**src/rtl/rx_pkg.sv**
```systemverilog
package rx_pkg;

    // Frame controller states
    typedef enum logic [0:0] {
        FR_IDLE = 1'b0,
        FR_RECV = 1'b1
    } frame_st_e;

    // Count at which a frame ends: start plus data bits fully elapsed,
    // then half of the stop bit minus one sample.
    function automatic int end_count(input int osr, input int data_w);
        return (data_w + 1) * osr + osr / 2 - 1;
    endfunction

endpackage

```
**src/rtl/rx_sync.sv**
```systemverilog
module rx_sync #(
    parameter int STAGES  = 2,
    parameter bit RST_VAL = 1'b1
) (
    input  logic clk_i,
    input  logic rst_i,
    input  logic d_i,
    output logic q_o
);

    logic [STAGES-1:0] chain;

    always_ff @(posedge clk_i) begin
        if (rst_i) begin
            chain <= {STAGES{RST_VAL}};
        end else begin
            chain[0] <= d_i;
            for (int k = 1; k < STAGES; k++) begin
                chain[k] <= chain[k-1];
            end
        end
    end

    assign q_o = chain[STAGES-1];

endmodule

```
**src/rtl/rx_seq.sv**
```systemverilog
module rx_seq
    import rx_pkg::*;
#(
    parameter int OSR    = 8,
    parameter int DATA_W = 8
) (
    input  logic clk_i,
    input  logic rst_i,
    input  logic line_i,
    output logic shift_o,
    output logic done_o
);

    localparam int PHASE_W = $clog2(OSR);
    localparam int END_N   = end_count(OSR, DATA_W);
    localparam int CNT_W   = $clog2(END_N + 1);
    localparam logic [PHASE_W-1:0] MID_PH = PHASE_W'(OSR / 2);
    localparam logic [CNT_W-1:0]   END_C  = CNT_W'(END_N);

    frame_st_e         state_q;
    frame_st_e         state_d;
    logic [CNT_W-1:0]  cnt_q;
    logic              run;
    logic              at_end;

    // Counter runs while the line is low or a frame has been latched
    assign run    = !line_i || (state_q == FR_RECV);
    assign at_end = (cnt_q == END_C);

    // State register
    always_ff @(posedge clk_i) begin
        if (rst_i) state_q <= FR_IDLE;
        else       state_q <= state_d;
    end

    // Next-state logic
    always_comb begin
        state_d = state_q;
        unique case (state_q)
            FR_IDLE: if (run && cnt_q[PHASE_W-1] && !at_end) state_d = FR_RECV; // latch
            FR_RECV: if (at_end)                            state_d = FR_IDLE; // complete
        endcase
    end

    // Sample counter: cleared when stopped, at the end count, or on reset
    always_ff @(posedge clk_i) begin
        if (rst_i || !run || at_end) cnt_q <= '0;
        else                         cnt_q <= cnt_q + CNT_W'(1);
    end

    // Outputs
    always_comb begin
        shift_o = run && (cnt_q[PHASE_W-1:0] == MID_PH);
        done_o  = at_end;
    end

    // counter bounded by the end count
    p_cnt_bound_r10: assert property (@(posedge clk_i) disable iff (rst_i)
        cnt_q <= END_C);

    // the end count clears the counter and releases the frame
    p_end_clears_r7: assert property (@(posedge clk_i) disable iff (rst_i)
        done_o |=> (cnt_q == '0 && state_q == FR_IDLE));

    // with the line high and no frame latched, the counter sits at zero
    p_idle_rest_r4: assert property (@(posedge clk_i) disable iff (rst_i)
        (state_q == FR_IDLE && line_i) |=> (cnt_q == '0));

    // a frame is latched exactly at the mid-bit phase of the start bit
    p_latch_mid_r5: assert property (@(posedge clk_i) disable iff (rst_i)
        $rose(state_q == FR_RECV) |-> (cnt_q == CNT_W'(OSR / 2 + 1)));

endmodule

```
**src/rtl/rx_shreg.sv**
```systemverilog
module rx_shreg #(
    parameter int DATA_W = 8
) (
    input  logic              clk_i,
    input  logic              rst_i,
    input  logic              shift_i,
    input  logic              bit_i,
    input  logic              load_i,
    output logic [DATA_W-1:0] byte_o,
    output logic              rdy_o
);

    logic [DATA_W-1:0] sr_q;

    // Samples enter at the top and move toward bit 0
    always_ff @(posedge clk_i) begin
        if (rst_i)        sr_q <= '0;
        else if (shift_i) sr_q <= {bit_i, sr_q[DATA_W-1:1]};
    end

    // Held output and strobe
    always_ff @(posedge clk_i) begin
        if (rst_i) begin
            byte_o <= '0;
            rdy_o  <= 1'b0;
        end else begin
            rdy_o <= load_i;
            if (load_i) byte_o <= sr_q;
        end
    end

    // strobe lasts one clock
    p_rdy_pulse_r6: assert property (@(posedge clk_i) disable iff (rst_i)
        rdy_o |=> !rdy_o);

    // the held byte moves only with the strobe
    p_byte_hold_r8: assert property (@(posedge clk_i) disable iff (rst_i)
        !rdy_o |-> $stable(byte_o));

endmodule

```
**src/rtl/os_uart_rx.sv**
```systemverilog
module os_uart_rx #(
    parameter int OSR         = 8,
    parameter int DATA_W      = 8,
    parameter int SYNC_STAGES = 2
) (
    input  logic              clk_i,
    input  logic              rst_i,
    input  logic              rx_i,
    output logic [DATA_W-1:0] byte_o,
    output logic              rdy_o
);

    generate
        if (OSR < 4 || (OSR & (OSR - 1)) != 0) begin : g_bad_osr
            $error("OSR must be a power of two, at least 4");
        end
        if (SYNC_STAGES < 1) begin : g_bad_sync
            $error("SYNC_STAGES must be at least 1");
        end
    endgenerate

    logic line;
    logic shift;
    logic done;

    rx_sync #(
        .STAGES (SYNC_STAGES),
        .RST_VAL(1'b1)
    ) u_sync (
        .clk_i(clk_i),
        .rst_i(rst_i),
        .d_i  (rx_i),
        .q_o  (line)
    );

    rx_seq #(
        .OSR   (OSR),
        .DATA_W(DATA_W)
    ) u_seq (
        .clk_i  (clk_i),
        .rst_i  (rst_i),
        .line_i (line),
        .shift_o(shift),
        .done_o (done)
    );

    rx_shreg #(
        .DATA_W(DATA_W)
    ) u_shreg (
        .clk_i  (clk_i),
        .rst_i  (rst_i),
        .shift_i(shift),
        .bit_i  (line),
        .load_i (done),
        .byte_o (byte_o),
        .rdy_o  (rdy_o)
    );

    // a strobe needs the end count on the previous clock
    p_rdy_after_end_r6: assert property (@(posedge clk_i) disable iff (rst_i)
        done |=> rdy_o);

endmodule

```
**config.mk**
```make
export PLATFORM = sky130hd
export DESIGN_NAME = os_uart_rx
export DESIGN_NICKNAME = d
export VERILOG_FILES = /design/src/rtl/rx_pkg.sv /design/src/rtl/rx_sync.sv /design/src/rtl/rx_seq.sv /design/src/rtl/rx_shreg.sv /design/src/rtl/os_uart_rx.sv
export SDC_FILE = /design/constraint.sdc
export NUM_CORES = 1
export LEC_CHECK = 0
export BUFFER_PORTS_ARGS = -buffer_cell sky130_fd_sc_hd__buf_4
export CORE_ASPECT_RATIO = 1.75
export CORE_MARGIN = 2
export CORE_UTILIZATION = 45
export DETAILED_ROUTE_END_ITERATION = 6
export PLACE_DENSITY = 0.66
export SETUP_SLACK_MARGIN = 0.3
export SLEW_MARGIN = 5
export SYNTH_ARGS = -nofsm -noshare
export SYNTH_HDL_FRONTEND = slang
export SYNTH_SLANG_ARGS = --single-unit
```
**constraint.sdc**
```tcl
create_clock -name clk_i -period 1.5 [get_ports clk_i]
set_input_delay 0.15 -clock clk_i [delete_from_list [all_inputs] [get_ports clk_i]]
set_output_delay 0.15 -clock clk_i [all_outputs]
set_load 0.02 [all_outputs]
```
# Word-level counts from Yosys, hierarchy flattened
# Index checks and enable logic that the tools add are counted.
# op_classes
eq_ne,2
n_reduce_logical,9
bitwise_logic,1
n_mux,3
addsub,1
# op_table
cell,count
$add 7x1->7 const B,1
$eq 7x7->1 const B,1
$eq 3x3->1 const B,1
$logic_and 1x1->1,3
$logic_not 1->1,3
$logic_or 1x1->1,3
$mux 1,2
$pmux 1 s2,1
$not 1->1,1
# word_totals
out_inout_bits,9
input_bits,3
wordCells,22
register_bits,27

# Depth between registers and ports, before layout
# Gate-level depths: netlist of the first run.
# depth
depth_word,6
depth_mapped,6
mapped_depth_nobuf,5

# Modules after synthesis
# A second synthesis of the first run with hierarchy kept.
# unflattened
cells_unflattened,99
hier_area_um2,1043.5
# by_module_without_submodules
mod,cells_each,area_each_um2,seq_area_each_um2,n_inst
rx_shreg,54,608.1,340.3,1
rx_seq,41,382.9,160.2,1
rx_sync,4,52.6,40.0,1

# Worst setup path before layout of the first run
# Ideal clock, no wire load.
# synth_timing
kind,reg-to-reg
from,register u_seq.cnt_q[0]
to,register u_seq.cnt_q[5]
setup_ns,0.066
period_less_slack_ns,1.414
arrival_ns,1.348
t_required_ns,1.434
path_slack_ns,0.086
path_stages_with_launch,6
path_buffers,1
path_cell_list,dfxtp_1 -> ha_1 -> nor4bb_4 -> buf_6 -> a211o_4 -> a21oi_2
# synth_between
elab_chain_len,2
elab_cells_between_ends,3
cone_classes,add/sub: 1; eq/ne: 1; reduce/logical: 1
# synth_rtl
element,line_no,rtl
"start, declared",rx_seq.sv:22,logic [CNT_W-1:0] cnt_q;
"start signal, assigned",rx_seq.sv:48,else cnt_q <= cnt_q + CNT_W'(1);
"parallel branches: the longest is 2 deep, another holds $add 7x1->7",--,
# Parallel ways; which one is timed is not known.
# A chain may end at the register's enable or synchronous reset.

# Worst setup path after layout of the first run
# layout_timing
from,register u_seq.cnt_q[0]
to,register u_shreg.byte_o[3]
# layout_between
elab_chain_len,1
# layout_rtl
element,line_no,rtl
$eq 7x7->1,rx_seq.sv:28,assign at_end = (cnt_q == END_C);
"end signal, assigned",rx_shreg.sv:28,if (load_i) byte_o <= sr_q;
"end, declared",rx_shreg.sv:9,"output logic [DATA_W-1:0] byte_o,"
# No other way between the ends.

==> metrics, run 1 <==
status=finished clean; post-route clock period utilization=0.8557; YS warnings=0; Synthesized Nets=127; starting density of the core=0.4783; fmax=0.7791 GHz; Final Hold Viols=0; pin count of the biggest net entering global routing=22; PnR Total Power=1145 uW; Net Sw Frac=0.2005; Global Route Usage Sum=0.1858; clock power share=0.348; CTS clk-pin slew, worst paths=0.08 ns; final slew viol count=0; WL/cell=13.98 um; ys async rst share=0; WL final=2264 um; r2r setup slk=0.22 ns; Worst setup EP type=register; ranking of synthesized cells by area=dfxtp_1 49%, nand3_1 8.6%, a21oi_1 7.7%; clk sinks=27; Setup Skew=0.001593 ns; post-synth cell types=25; vias in the first global route=801; Worst setup SP type=register; CTS tree=built; Final ANT Viol Nets=0; switching power total=229.6 uW; sequential power share=0.626; Crit Path Max Fanout=5; clk_lat worst skew=0.27 ns; number of H-tree levels=1; FF-to-FF End=u_shreg.byte_o[3]$_SDFFE_PP0N_; Die X=41.39 um; post-synthesis instance total=122; leakage power=0.0004449 uW; Gate power share=0.026; Critical Path RT=1.71 ns; Rel. slew slack=0.7972; Final HPWL DP=1555 um; share of layout cells above drive strength 1=0.3504; PwrDens=845.0 nW/um^2; Final GP Congestion=0.7526; most numerous cell in the Yosys netlist=dfxtp_1; global-route wire length before repair=3732 um; crit path to=u_shreg.byte_o[3]$_SDFFE_PP0N_; Final Critical Period=1.283 ns; hold path startpoint=rx_i; Num CTS Buffers=3; Final setup violation count=0; CTS Buffer Depth=2; area share of the largest cell type after synthesis=0.4909; setup TNS=0 ns; Synth area leader=dfxtp_1; First DRT Iteration DRCs=14; arrival time at the worst endpoint=1.49 ns; Post-synth EDFFs=0; unrepaired setup endpoints after global routing=true; crit path kind=reg2reg; Die H=69.44 um; sequential fraction of the synthesis area=0.4909; top_reg_cell synth=dfxtp_1; Mapped Avg Cell Area=9.025 um^2; ant diodes=0; Reg-to-Reg Start=u_seq.cnt_q[0]$_SDFF_PP0_; Max Cap Viol=0; r2r worst-path depth=5; flops & latches, synth=27; Worst-Margin Slew=0.3037 ns; die area=2874 um^2; Synth Cell Area=1101 um^2; worst hold path class=in2reg; Int Power=915.4 uW; initial antenna violation count=0; Core ar.=2302 um^2; Rows=23; IO Pins=12; nets=143; Commonest cells post-synth=27 x dfxtp_1, 19 x nand3_1, 17 x a21oi_1; CTS root buf=clkbuf_8; total number of vias=906; Area Growth Syn to Fin=23.07%; # port buffers=11; DR DRC count=0; Worst setup startpoint=u_seq.cnt_q[0]$_SDFF_PP0_; via density per instance=5.593; grt ovf=0; worst IR drop on VDD=0.5799 mV; worst hold path depth=2; DRT Pass-1 Iters=5
-- worst max-delay path, stage by stage, from the launching register on --
cell	delay (ns)
dfxtp_4	0.37
ha_4	0.15
nor4bb_4	0.28
buf_4	0.21
nand3_2	0.09
a21oi_2	0.14
-- layer usage --
metal | track usage | up-vias | routed length (um)
met3 | 0.02885 | 6 | 44
met2 | 0.2934 | 15 | 1243
met5 | 0 | - | 0
met4 | 0.1004 | 0 | 63
met1 | 0.2234 | 432 | 912
li1 | - | 453 | -
-- cell usage in the layout, fill, tap and decap left out, drive strengths merged, types with 3 or more instances in the layout --
cell type,instances
a21oi,19
buf,19
clkbuf,4
dfxtp,27
inv,4
nand2,3
nand3,19
nor2,5
o21ai,18
-- cells by family after synthesis --
kind of cell,Yosys count,synth area share
simple gates,39,0.2136
flops,27,0.4909
buf+inv,12,0.05113
fa+ha+maj,2,0.02272
compound gates,39,0.1977
xor+xnor,3,0.02387
-- cell type report --
type	instances	area [um^2]
sequential	27	553.0
clock buffer	4	45.04
multi-input combinational	83	568.0
fill	208	947.2
tap	25	31.28
timing repair buffer	19	142.6
inverter	4	15.01
-- what timing repair did --
action                                  in CTS  in global routing
endpoints found under the setup margin      16                 24
buffers inserted                             4                  0
hold buffers                                 0                  0
pin swaps                                    7                  2
gates resized for setup                     10                 10
cloned                                       1                  0
-- how the worst min path moves through the flow --
stage,to
2_1_floorplan,u_sync.chain[0]$_SDFF_PP1_
3_3_place_gp,u_sync.chain[0]$_SDFF_PP1_
3_5_place_dp,u_sync.chain[0]$_SDFF_PP1_
4_1_cts,u_sync.chain[0]$_SDFF_PP1_
5_1_grt,u_sync.chain[0]$_SDFF_PP1_
6_report,u_sync.chain[0]$_SDFF_PP1_
-- sequential cells by signal, summed over array words and instances (netlist names) --
signal and count:
u_shreg.sr_q 8, u_seq.cnt_q 7, u_sync.chain 2, u_shreg.rdy_o 1, u_seq.state_q 1, u_shreg.byte_o 8
-- metrics by stage --
step	worst slack, ns	instances	area (um^2)	hold slack [ns]	util
after floorplan	0.1907	122	1119	0.2538	-
after global placement	0.2359	153	1214	0.3375	0.5272
after global routing	0.1312	162	1355	0.05561	0.5886
after CTS	0.2141	162	1323	0.05708	0.5745
final	0.2165	162	1355	0.06100	0.5886
after detailed placement	0.1970	153	1214	0.3376	0.5272
-- power groups by stage --
stage          Combinational [uW]  Sequential (uW)  Clock (uW)
3_3_place_gp                 26.9              738           0
6_report                     30.1              717         398
2_1_floorplan                18.2              737           0
3_5_place_dp                 27.2              738           0
5_1_grt                      32.9              718         445
4_1_cts                      29.3              719         412
Note: power is estimated with default switching activity, not from simulation.
==> inputs of run 2 (changes only) <==
- PLACE_DENSITY: 0.66 -> 0.62
- SLEW_MARGIN: 5 -> default
==> metrics, run 2 (synthesis gave the netlist of run 1 again) <==
clk sinks=27; WL final=2291 um; leakage power=0.0004414 uW; Final setup violation count=0; Net Sw Frac=0.2060; Worst setup SP type=register; clock power share=0.351; Worst setup EP type=register; Area Growth Syn to Fin=22.61%; Crit Path Max Fanout=9; Gate power share=0.027; CTS root buf=clkbuf_8; nets=143; Final HPWL DP=1587 um; fmax=0.7702 GHz; Rows=23; Final GP Congestion=0.6763; WL/cell=14.14 um; Final Hold Viols=0; most common cell after layout, fill and taps aside=dfxtp_1; final slew viol count=0; met3 GRT Util=0.02885; Final Critical Period=1.298 ns; most frequent cells in the layout=23 x dfxtp_1, 18 x buf_4, 13 x nand3_1, 13 x a21oi_1, 12 x o21ai_0; Max Cap Viol=0; Regs by FF count=u_shreg.byte_o x8, u_shreg.sr_q x8, u_seq.cnt_q x7; CP top delay family=simple AND/OR/NAND/NOR gates; placed instance area=1214 um^2; unrepaired setup endpoints after global routing=true; Global Route Usage Sum=0.1910; number of H-tree levels=1; hold buffers post-CTS=0; fin area=1350 um^2; initial antenna violation count=0; Int Power=917.7 uW; Setup Skew=0.004848 ns; starting density of the core=0.4783; arrival time at the worst endpoint=1.46 ns; CP max stage delay=0.41 ns; DRT Pass-1 Iters=4; Final ANT Viol Nets=0; Die H=69.44 um; crit path kind=reg2reg; pin count of the biggest net entering global routing=22; switching power total=238.1 uW; Rel. slew slack=0.7837; PnR Total Power=1156 uW; # port buffers=11; total number of vias=911; Num CTS Buffers=3; Crit path buffers/inverters=0; CTS tree=built; sequential power share=0.622; worst hold path class=in2reg; CTS clk-pin slew, worst paths=0.08 ns; clk_lat worst skew=0.27 ns; setup TNS=0 ns; CTS Buffer Depth=2; GR Util met1=0.2331; First DRT Iteration DRCs=15; CP Cell Sequence=nand4bb_2 > o21ai_0 > a21oi_2; Die X=41.39 um; ant diodes=0; WHS=0.06188 ns; Critical Path RT=1.66 ns; PwrDens=856.2 nW/um^2; DR DRC count=0; share of layout cells above drive strength 1=0.3650; status=finished clean; post-route clock period utilization=0.8656; grt ovf=0; Core ar.=2302 um^2; via density per instance=5.623; Worst-Margin Slew=0.3245 ns; worst IR drop on VDD=0.5672 mV; GRT busiest layer=met2; die area=2874 um^2; Crit-path slowest cell=nand4bb_2; vias in the first global route=850; IO Pins=12; global-route wire length before repair=3836 um; met2 usage=0.3073
[run 2: cell count changes in the layout (fill, tap and decap cells not counted), moves of 2 or more]
cell     previous run  this run
nand3_2             4         6
a21oi_1            15        13
nand3_1            15        13
a21oi_2             4         6
[run 2: routing by layer]
metal	vias to the layer above	wire (um)
met5	-	0
met4	0	50
met3	5	48
met2	13	1208
met1	436	984
li1	457	-
[run 2: worst paths after layout]
check,from,endpoint,slack (ns),cells past startpoint
worst max-delay path,u_seq.cnt_q[4]$_SDFF_PP0_,u_shreg.byte_o[7]$_SDFFE_PP0N_,0.20,3
worst min-delay path,rx_i,u_sync.chain[0]$_SDFF_PP1_,0.06,2
worst max register to register,u_seq.cnt_q[4]$_SDFF_PP0_,u_shreg.byte_o[7]$_SDFFE_PP0N_,0.20,3
worst min register to register,u_sync.chain[0]$_SDFF_PP1_,u_sync.chain[1]$_SDFF_PP1_,0.41,1
[run 2: worst register-to-register path, cell delays in order, from the launching register on]
cell and delay [ns]:
dfxtp_1 0.39, nand4bb_2 0.41, o21ai_0 0.32, a21oi_2 0.08
[run 2: metrics by stage]
stage | instances | util | worst slack (ns)
after global placement | 153 | 0.5272 | 0.2095
after global routing | 162 | 0.5864 | 0.1389
after CTS | 160 | 0.5641 | 0.2202
final | 162 | 0.5864 | 0.2016
after floorplan | 122 | - | 0.1907
after detailed placement | 153 | 0.5272 | 0.1800
[run 2: area by class of cell]
type                            instances  area, um^2
Clock buffer                            4       45.04
Fill cell                             222       952.2
Inverter                                4       15.01
Multi-Input combinational cell         83       568.0
Sequential cell                        27       550.5
Tap cell                               25       31.28
Timing Repair Buffer                   19       140.1
[run 2: timing repair]
item | in CTS | in global routing
resized for setup | 7 | 12
gates cloned | 1 | 0
pin swaps | 5 | 8
endpoints found under the setup margin | 15 | 24
setup buffers | 2 | 2
[run 2: power groups by stage]
stage	combinational (uW)	clock, uW	sequential (uW)
after floorplan	18.2	0	737
after global placement	27.1	0	738
after detailed placement	28.0	0	738
after CTS	29.3	413	719
after global routing	34.9	440	720
final	31.2	406	719
==> inputs of run 3 (changes only) <==
- RECOVER_POWER: default -> 100
==> metrics, run 3 (synthesis gave the netlist of run 1 again) <==
worst hold path class=in2reg; Final GP Congestion=0.6763; r2r setup slk=0.17 ns; CTS Buffer Depth=2; Core ar.=2302 um^2; die area=2874 um^2; Critical Path RT=1.62 ns; vias in the first global route=850; Rows=23; Final HPWL DP=1587 um; initial antenna violation count=0; GRT busiest layer=met2; Num CTS Buffers=3; leakage power=0.0003987 uW; met2 usage=0.3073; met3 GRT Util=0.02885; Fillers=242; placed instance area=1214 um^2; WL/cell=14.26 um; Worst setup EP type=register; multi-input logic area=545.5 um^2; Rel. slew slack=0.3267; status=finished clean; arrival time at the worst endpoint=1.45 ns; Die X=41.39 um; PnR Total Power=1156 uW; unrepaired setup endpoints after global routing=true; starting density of the core=0.4783; grt ovf=0; Worst setup SP type=register; Setup Skew=0.005589 ns; CTS root buf=clkbuf_8; CTS clk-pin slew, worst paths=0.08 ns; Regs by FF count=u_shreg.byte_o x8, u_shreg.sr_q x8, u_seq.cnt_q x7; First DRT Iteration DRCs=13; total number of vias=907; number of H-tree levels=1; DRT Pass-1 Iters=4; global-route wire length before repair=3836 um; final slew viol count=0; clk_lat worst skew=0.27 ns; IO Pins=12; via density per instance=5.599; pin count of the biggest net entering global routing=22; setup TNS=0 ns; Final setup violation count=0; crit path kind=reg2reg; ant diodes=0; Global Route Usage Sum=0.1910; Max Cap Viol=0; WL final=2310 um; GR Util met1=0.2331; fmax=0.7506 GHz; DR DRC count=0; Worst-Margin Slew=1.010 ns; worst IR drop on VDD=0.5680 mV; # port buffers=11; most frequent cells in the layout=23 x dfxtp_1, 16 x a21oi_1, 14 x nand3_1; fin area=1290 um^2; post-route clock period utilization=0.8881; Area Growth Syn to Fin=17.16%; Final Hold Viols=0; register area=550.5 um^2; clk sinks=27; CTS tree=built; PwrDens=896.1 nW/um^2; nets=143; share of layout cells above drive strength 1=0.2409; Crit Path Max Fanout=9; most common cell after layout, fill and taps aside=dfxtp_1; Die H=69.44 um; Final Critical Period=1.332 ns; hold buffers post-CTS=0; Final ANT Viol Nets=0
run 3: final cells by class:
type / instances / area share
sequential: 27 / 0.4268
multi-input combinational: 83 / 0.4229
timing repair buffer: 19 / 0.07953
clock buffer: 4 / 0.03492
tap: 25 / 0.02425
inverter: 4 / 0.01164
run 3: through the flow:
stage / hold slack (ns) / std cells / setup WS, ns / util
6_report: 0.06108 / 162 / 0.1678 / 0.5603
5_1_grt: 0.06703 / 162 / 0.09993 / 0.5603
4_1_cts: 0.05895 / 160 / 0.2202 / 0.5641
3_5_place_dp: 0.3393 / 153 / 0.1800 / 0.5272
3_3_place_gp: 0.3365 / 153 / 0.2095 / 0.5272
2_1_floorplan: 0.2538 / 122 / 0.1907 / -
run 3: timing repair:
action                     in CTS  in global routing
setup buffers                   2                  2
cloned                          1                  0
pin swaps                       5                  8
gates resized for setup         7                 12
setup endpoints to repair      15                 24
run 3: critical path, cell delays in order, from the launching register on:
cell	delay, ns
dfxtp_1	0.38
nand4bb_2	0.40
o21ai_0	0.32
a21oi_2	0.08
run 3: worst paths after layout:
path / start / end / cells after the start
worst max-delay path: u_seq.cnt_q[4]$_SDFF_PP0_ / u_shreg.byte_o[7]$_SDFFE_PP0N_ / 3
worst min-delay path: rx_i / u_sync.chain[0]$_SDFF_PP1_ / 2
worst max register to register: u_seq.cnt_q[4]$_SDFF_PP0_ / u_shreg.byte_o[7]$_SDFFE_PP0N_ / 3
worst min register to register: u_sync.chain[0]$_SDFF_PP1_ / u_sync.chain[1]$_SDFF_PP1_ / 1
run 3: layer usage:
metal / part of all wire / vias to the layer above / routed length, um
met2: 0.52 / 15 / 1205
met4: 0.022 / 0 / 50
li1: - / 456 / -
met5: 0 / - / 0
met3: 0.026 / 5 / 60
met1: 0.43 / 431 / 994
run 3: power breakdown:
part           switching [uW]  internal (uW)
clock network             218            190
registers                2.71            716
logic                    19.2           9.96
total                     239            917
